`config.mk`:
```
export PLATFORM = sky130hd
export DESIGN_NAME = sc_dac_feeder
export DESIGN_NICKNAME = d
export VERILOG_FILES = /design/src/rtl/sc_feeder_pkg.sv /design/src/rtl/sc_slot_capture.sv /design/src/rtl/sc_clock_gate.sv /design/src/rtl/sc_burst_driver.sv /design/src/rtl/sc_dac_feeder.sv
export SDC_FILE = /design/constraint.sdc
export NUM_CORES = 1
export LEC_CHECK = 0
export ABC_CLOCK_PERIOD_IN_PS = 1200
export BUFFER_PORTS_ARGS = -buffer_cell sky130_fd_sc_hd__buf_2
export CORE_AREA = 4 4 70 72
export CTS_BUF_LIST = sky130_fd_sc_hd__clkbuf_4 sky130_fd_sc_hd__clkbuf_8 sky130_fd_sc_hd__clkbuf_16
export DETAILED_ROUTE_END_ITERATION = 7
export DIE_AREA = 0 0 74 76
export MAX_ROUTING_LAYER = met4
export PLACE_DENSITY = 0.51
export SLEW_MARGIN = 25
export SYNTH_ARGS = -nofsm -noshare
export SYNTH_HDL_FRONTEND = slang
export SYNTH_SLANG_ARGS = --single-unit
export TNS_END_PERCENT = 10
```
`constraint.sdc`:
```
create_clock -name bclk -period 1.2 [get_ports bclk]
set_input_delay 0.12 -clock bclk [delete_from_list [all_inputs] [get_ports bclk]]
set_output_delay 0.12 -clock bclk [all_outputs]
set_load 0.05 [all_outputs]
```
`src/rtl/sc_feeder_pkg.sv`:
```
`timescale 1ns/1ps
// Package: shared types and defaults for the stopped-clock DAC feeder.
// Assumes: I2S convention, word select low marks the left slot.
package sc_feeder_pkg;

    // Default number of data bits delivered to each DAC per word.
    localparam int DEFAULT_WORD_BITS = 20;

    // Channel slot as indicated by the registered word select.
    typedef enum logic {
        SLOT_LEFT  = 1'b0,
        SLOT_RIGHT = 1'b1
    } slot_e;

endpackage

```
`src/rtl/sc_slot_capture.sv`:
```
`timescale 1ns/1ps
// Module: sc_slot_capture
// Tracks the bit position inside each I2S slot on rising bclk. Stores the
// left word and, during the right slot, presents one left bit and one right
// bit per cycle together with a run flag.
// Assumes: the MSB follows a word-select change by one bit period, and the
// slot is at least WORD_BITS long.
module sc_slot_capture
    import sc_feeder_pkg::*;
#(
    parameter int WORD_BITS = DEFAULT_WORD_BITS
) (
    input  logic bclk,
    input  logic rst_n,
    input  logic ws,
    input  logic sdata,
    output logic run,
    output logic left_bit,
    output logic right_bit
);

    localparam int PW = $clog2(WORD_BITS + 1);
    localparam logic [PW-1:0] POS_END = PW'(WORD_BITS);

    logic                 ws_q;
    logic [PW-1:0]        pos;
    logic                 armed;
    logic [WORD_BITS-1:0] lreg;
    slot_e                slot_now;
    logic                 in_word;

    assign slot_now = slot_e'(ws_q);
    assign in_word  = (pos < POS_END);

    // Registered word select, bit position (saturating) and arming flag.
    always_ff @(posedge bclk) begin
        if (!rst_n) begin
            ws_q  <= 1'b0;
            pos   <= POS_END;
            armed <= 1'b0;
        end else begin
            ws_q <= ws;
            if (ws != ws_q)
                pos <= '0;
            else if (in_word)
                pos <= pos + 1'b1;
            if (ws_q && !ws)
                armed <= 1'b1;
        end
    end

    // Left word capture in the left slot, left word release in the right slot.
    always_ff @(posedge bclk) begin
        if (!rst_n) begin
            lreg      <= '0;
            run       <= 1'b0;
            left_bit  <= 1'b0;
            right_bit <= 1'b0;
        end else begin
            run <= 1'b0;
            if (slot_now == SLOT_LEFT && in_word) begin
                lreg <= {lreg[WORD_BITS-2:0], sdata};
            end else if (slot_now == SLOT_RIGHT && in_word && armed) begin
                run       <= 1'b1;
                left_bit  <= lreg[WORD_BITS-1];
                right_bit <= sdata;
                lreg      <= {lreg[WORD_BITS-2:0], 1'b0};
            end
        end
    end

    AST_POS_BOUNDED: assert property (@(posedge bclk) disable iff (!rst_n)
        pos <= POS_END);
    AST_NO_RUN_UNARMED: assert property (@(posedge bclk) disable iff (!rst_n)
        !armed |=> !run);

endmodule

```
`src/rtl/sc_clock_gate.sv`:
```
`timescale 1ns/1ps
// Module: sc_clock_gate
// Glitch-free gate for the DAC bit clock. The enable is registered on falling
// bclk, so it only changes while bclk is low and no runt pulse can appear.
// Assumes: run_req comes from rising-edge logic and is stable at falling bclk.
module sc_clock_gate
    import sc_feeder_pkg::*;
#(
    parameter int WORD_BITS = DEFAULT_WORD_BITS
) (
    input  logic bclk,
    input  logic rst_n,
    input  logic run_req,
    output logic gate_en,
    output logic gclk
);

    localparam int BW = $clog2(WORD_BITS + 2);

    logic [BW-1:0] blen;

    // Enable register, updated while bclk is low.
    always_ff @(negedge bclk) begin
        if (!rst_n) gate_en <= 1'b0;
        else        gate_en <= run_req;
    end

    // Gated clock: high only during enabled bclk high phases.
    assign gclk = bclk & gate_en;

    // Burst length count that supports the assertions below.
    always_ff @(negedge bclk) begin
        if (!rst_n)       blen <= '0;
        else if (gate_en) blen <= blen + 1'b1;
        else              blen <= '0;
    end

    AST_BURST_LEN_MAX: assert property (@(negedge bclk) disable iff (!rst_n)
        blen <= BW'(WORD_BITS));
    AST_BURST_LEN_EXACT: assert property (@(negedge bclk) disable iff (!rst_n)
        $fell(gate_en) |-> blen == BW'(WORD_BITS));

endmodule

```
`src/rtl/sc_burst_driver.sv`:
```
`timescale 1ns/1ps
// Module: sc_burst_driver
// Drives both DAC data lines and the generated latch on falling bclk, so the
// data is stable at every rising gated-clock edge.
// Assumes: gate_en is the registered gate enable from sc_clock_gate.
module sc_burst_driver (
    input  logic bclk,
    input  logic rst_n,
    input  logic run,
    input  logic left_bit,
    input  logic right_bit,
    input  logic gate_en,
    output logic dac_l,
    output logic dac_r,
    output logic latch_gen
);

    // Data lines: current bit pair while running, low otherwise.
    always_ff @(negedge bclk) begin
        if (!rst_n) begin
            dac_l <= 1'b0;
            dac_r <= 1'b0;
        end else begin
            dac_l <= run & left_bit;
            dac_r <= run & right_bit;
        end
    end

    // Generated latch: gate enable delayed by one bclk period.
    always_ff @(negedge bclk) begin
        if (!rst_n) latch_gen <= 1'b0;
        else        latch_gen <= gate_en;
    end

    AST_LATCH_LOW_AT_OPEN: assert property (@(negedge bclk) disable iff (!rst_n)
        $rose(gate_en) |-> !latch_gen);
    AST_LATCH_FALL_CLOSED: assert property (@(negedge bclk) disable iff (!rst_n)
        $fell(latch_gen) |-> !gate_en);
    AST_DATA_IDLE_LOW: assert property (@(negedge bclk) disable iff (!rst_n)
        !gate_en && !run |=> !dac_l && !dac_r);

endmodule

```
`src/rtl/sc_dac_feeder.sv`:
```
`timescale 1ns/1ps
// Module: sc_dac_feeder (top)
// Turns an I2S stream into two time-aligned DAC data lines that share one
// stopped bit clock, plus a latch that is either generated or a copy of ws.
// Assumes: bclk is the only clock and rst_n is synchronous to it.
module sc_dac_feeder
    import sc_feeder_pkg::*;
#(
    parameter int WORD_BITS = DEFAULT_WORD_BITS
) (
    input  logic bclk,
    input  logic rst_n,
    input  logic ws,
    input  logic sdata,
    input  logic latch_bypass,
    output logic dac_gclk,
    output logic dac_ldata,
    output logic dac_rdata,
    output logic dac_latch
);

    logic run;
    logic left_bit;
    logic right_bit;
    logic gate_en;
    logic latch_gen;

    sc_slot_capture #(.WORD_BITS(WORD_BITS)) u_capture (
        .bclk      (bclk),
        .rst_n     (rst_n),
        .ws        (ws),
        .sdata     (sdata),
        .run       (run),
        .left_bit  (left_bit),
        .right_bit (right_bit)
    );

    sc_clock_gate #(.WORD_BITS(WORD_BITS)) u_gate (
        .bclk    (bclk),
        .rst_n   (rst_n),
        .run_req (run),
        .gate_en (gate_en),
        .gclk    (dac_gclk)
    );

    sc_burst_driver u_driver (
        .bclk      (bclk),
        .rst_n     (rst_n),
        .run       (run),
        .left_bit  (left_bit),
        .right_bit (right_bit),
        .gate_en   (gate_en),
        .dac_l     (dac_ldata),
        .dac_r     (dac_rdata),
        .latch_gen (latch_gen)
    );

    // Latch source: raw word select in bypass mode, generated latch otherwise.
    assign dac_latch = latch_bypass ? ws : latch_gen;

endmodule

```
==> impl_metrics.json <==
{
  "area_growth_pct": 26.4,
  "ys_ff_latch": 34,
  "ioPinCount": 9,
  "setup_violations": 5,
  "drc": 0,
  "cp-end-kind": "primary output",
  "cp.required_ns": 1.08,
  "dr.pass1.iters": 4,
  "cp-startpoint": "u_driver.latch_gen",
  "final_cell_mix": "30 x dfxtp_1, 26 x nand2_1, 22 x mux2i_1, 10 x clkbuf_8, 7 x inv_1",
  "power_switching_w": 0.000578,
  "worstHoldPathCells": 2,
  "switching_share_pct": 22.1,
  "pwr-share-comb_pct": 8.1,
  "crit_path_start_kind": "flip-flop",
  "p_seq_share_pct": 44.9,
  "antenna_found_initial": 1,
  "routed_via_density": 4.43,
  "dp_hpwl_mm": 1.43,
  "clk_latency_ns": 0.45,
  "grt_pass1_vias": 897,
  "cellPowerDensity_nw_per_um2": 1650,
  "wire_per_inst_um": 11.0,
  "relSlewSlack_pct": 82.6,
  "critPathMaxFanout": 1,
  "start_util_pct": 29.2,
  "maxCapViolations": 0,
  "final.setup.worst_slack_ns": -0.687,
  "hold_path.class": "in2reg",
  "rsz0062_at_grt": "true",
  "reg2regPathDepth": 1,
  "tightest_slew_ns": 0.261,
  "layout-drive-gt1-share_pct": 24.1,
  "routed_wirelength_mm": 2.13,
  "fin_skew_ns": 0.0730,
  "rows": 24,
  "die-area_um2": 5620,
  "cts_setup_buffers": 0,
  "synth_nets": 126,
  "grt_pass1_wl_mm": 3.68,
  "coreArea_um2": 4290,
  "die_x_um": 74,
  "layout_commonest_cell": "dfxtp_1",
  "path_clk_slew_ns": 0.06,
  "design_area_um2": 1590,
  "drv_slew": 0,
  "first_iter_violations": 23,
  "ys_types": 24,
  "fp.dieH_um": 76,
  "hold_violations": 0,
  "cp.arrival_ns": 1.77,
  "grt.overflow.total": 0,
  "p_leak_nw": 0.713,
  "yosysSeqAreaShare_pct": 54.3,
  "grt_max_degree": 29,
  "violations": "setup timing",
  "ir_drop_v": 0.000430,
  "placed_area_um2": 1380,
  "yosys_warnings": 0,
  "status": "complete, but fails checks",
  "hp-start": "rst_n",
  "vias": 859,
  "io_buffers": 8,
  "cts_tree": "yes",
  "path_class": "reg2out",
  "netlist_area_um2": 1250,
  "postRouteAntennaNets": 0,
  "power.share.clock_pct": 47.0,
  "syn_area_per_cell_um2": 10.5,
  "synthCells": 119,
  "grtUsageTotal_pct": 9.24,
  "fin_util_pct": 36.9,
  "r2r-start": "u_capture.run",
  "gp_congestion": 0.765,
  "internal-power_w": 0.00203,
  "nNetsFinal": 147
}
## power groups by stage
stage,combinational (W),clock (W),sequential [W]
after floorplan,0.000155,0.0000269,0.00119
after global placement,0.000199,0.0000270,0.00119
after detailed placement,0.000203,0.0000270,0.00119
after CTS,0.000209,0.00126,0.00117
after global routing,0.000231,0.00133,0.00117
final,0.000212,0.00123,0.00117
## worst paths after layout
| check | slack (ns) | to |
|---|---|---|
| min | 0.04 | u_capture.run |
| max | -0.69 | dac_latch |
| min reg2reg | 0.45 | u_driver.latch_gen |
| max reg2reg | 0.07 | u_driver.dac_l |
## worst max-delay path, stage by stage, from the launching register on
cell,delay (ns)
dfxtp_1,0.30
mux2_4,0.27
buf_6,0.15
## area by class of cell
| class | instances | area [um2] |
|---|---|---|
| clock inverter | 4 | 15.0 |
| tap | 52 | 65.1 |
| timing repair buffer | 13 | 118 |
| antenna | 1 | 2.50 |
| sequential | 34 | 686 |
| clock buffer | 12 | 156 |
| multi-input combinational | 75 | 532 |
| inverter | 3 | 11.3 |
| fill | 435 | 2710 |
## state kept, by name, indices dropped and copies added, names as in the netlist
signal	cells
u_driver.latch_gen	1
u_driver.dac_l	1
u_capture.run	1
u_capture.pos	5
u_driver.dac_r	1
u_capture.armed	1
u_capture.slot_now	1
u_capture.right_bit	1
u_capture.left_bit	1
u_capture.lreg	20
u_gate.gate_en	1
## cell usage after synthesis
library cell | number | area share [%]
dfxtp_1 | 34 | 54
nand4b_1 | 1 | 0.70
and2_1 | 5 | 2.5
and3_2 | 1 | 0.60
nor2_1 | 4 | 1.2
o21ai_4 | 1 | 1.3
a32o_2 | 1 | 0.90
o21ai_2 | 1 | 0.70
mux2_2 | 1 | 0.90
o21a_1 | 1 | 0.60
buf_2 | 1 | 0.40
a21oi_1 | 1 | 0.40
nand2_1 | 26 | 7.8
a31oi_1 | 1 | 0.50
xor2_1 | 1 | 0.70
clkbuf_1 | 3 | 0.90
xnor2_1 | 1 | 0.70
buf_6 | 2 | 1.8
ha_1 | 2 | 2.0
nand3b_1 | 1 | 0.60
o21ai_0 | 2 | 0.80
inv_1 | 4 | 1.2
mux2i_1 | 22 | 18
and3_1 | 2 | 1.0
## stage by stage
| stage | worst slack [ns] | cells | setup TNS (ns) | power [W] | hold slack, ns |
|---|---|---|---|---|---|
| after floorplan | -0.139 | 119 | -0.773 | 0.00137 | 0.247 |
| after global placement | -0.254 | 178 | -0.531 | 0.00142 | 0.359 |
| after detailed placement | -0.263 | 178 | -0.558 | 0.00142 | 0.371 |
| after CTS | -0.701 | 193 | -2.17 | 0.00264 | 0.0295 |
| after global routing | -0.731 | 194 | -2.28 | 0.00273 | 0.0405 |
| final | -0.687 | 194 | -2.12 | 0.00261 | 0.0373 |
## kinds of logic (layout without fill, tap and decap cells)
logic type,after synthesis,after routing,share of synthesized area (%)
other cells,0,1,0
xor+xnor,2,2,1.40
buf+inv,10,32,4.29
fa+ha+maj,2,2,2.00
simple gates,40,40,14.4
compound gates,8,8,5.19
flops,34,34,54.3
mux,23,23,18.5
## timing repair
action                                  4_1_cts  5_1_grt
endpoints found under the hold margin         1        0
endpoints found under the setup margin        5        7
resized for setup                            12        2
hold buffers                                  1        0
## metal layers
layer / share of wire, % / global-route usage (%) / vias up
li1: - / - / 438
met1: 45 / 8.28 / 404
met2: 47 / 12.9 / 13
met3: 4.7 / 4.62 / 4
met4: 3.2 / 10.3 / 0
met5: 0 / - / -
Power figures use the tool's default switching activity.
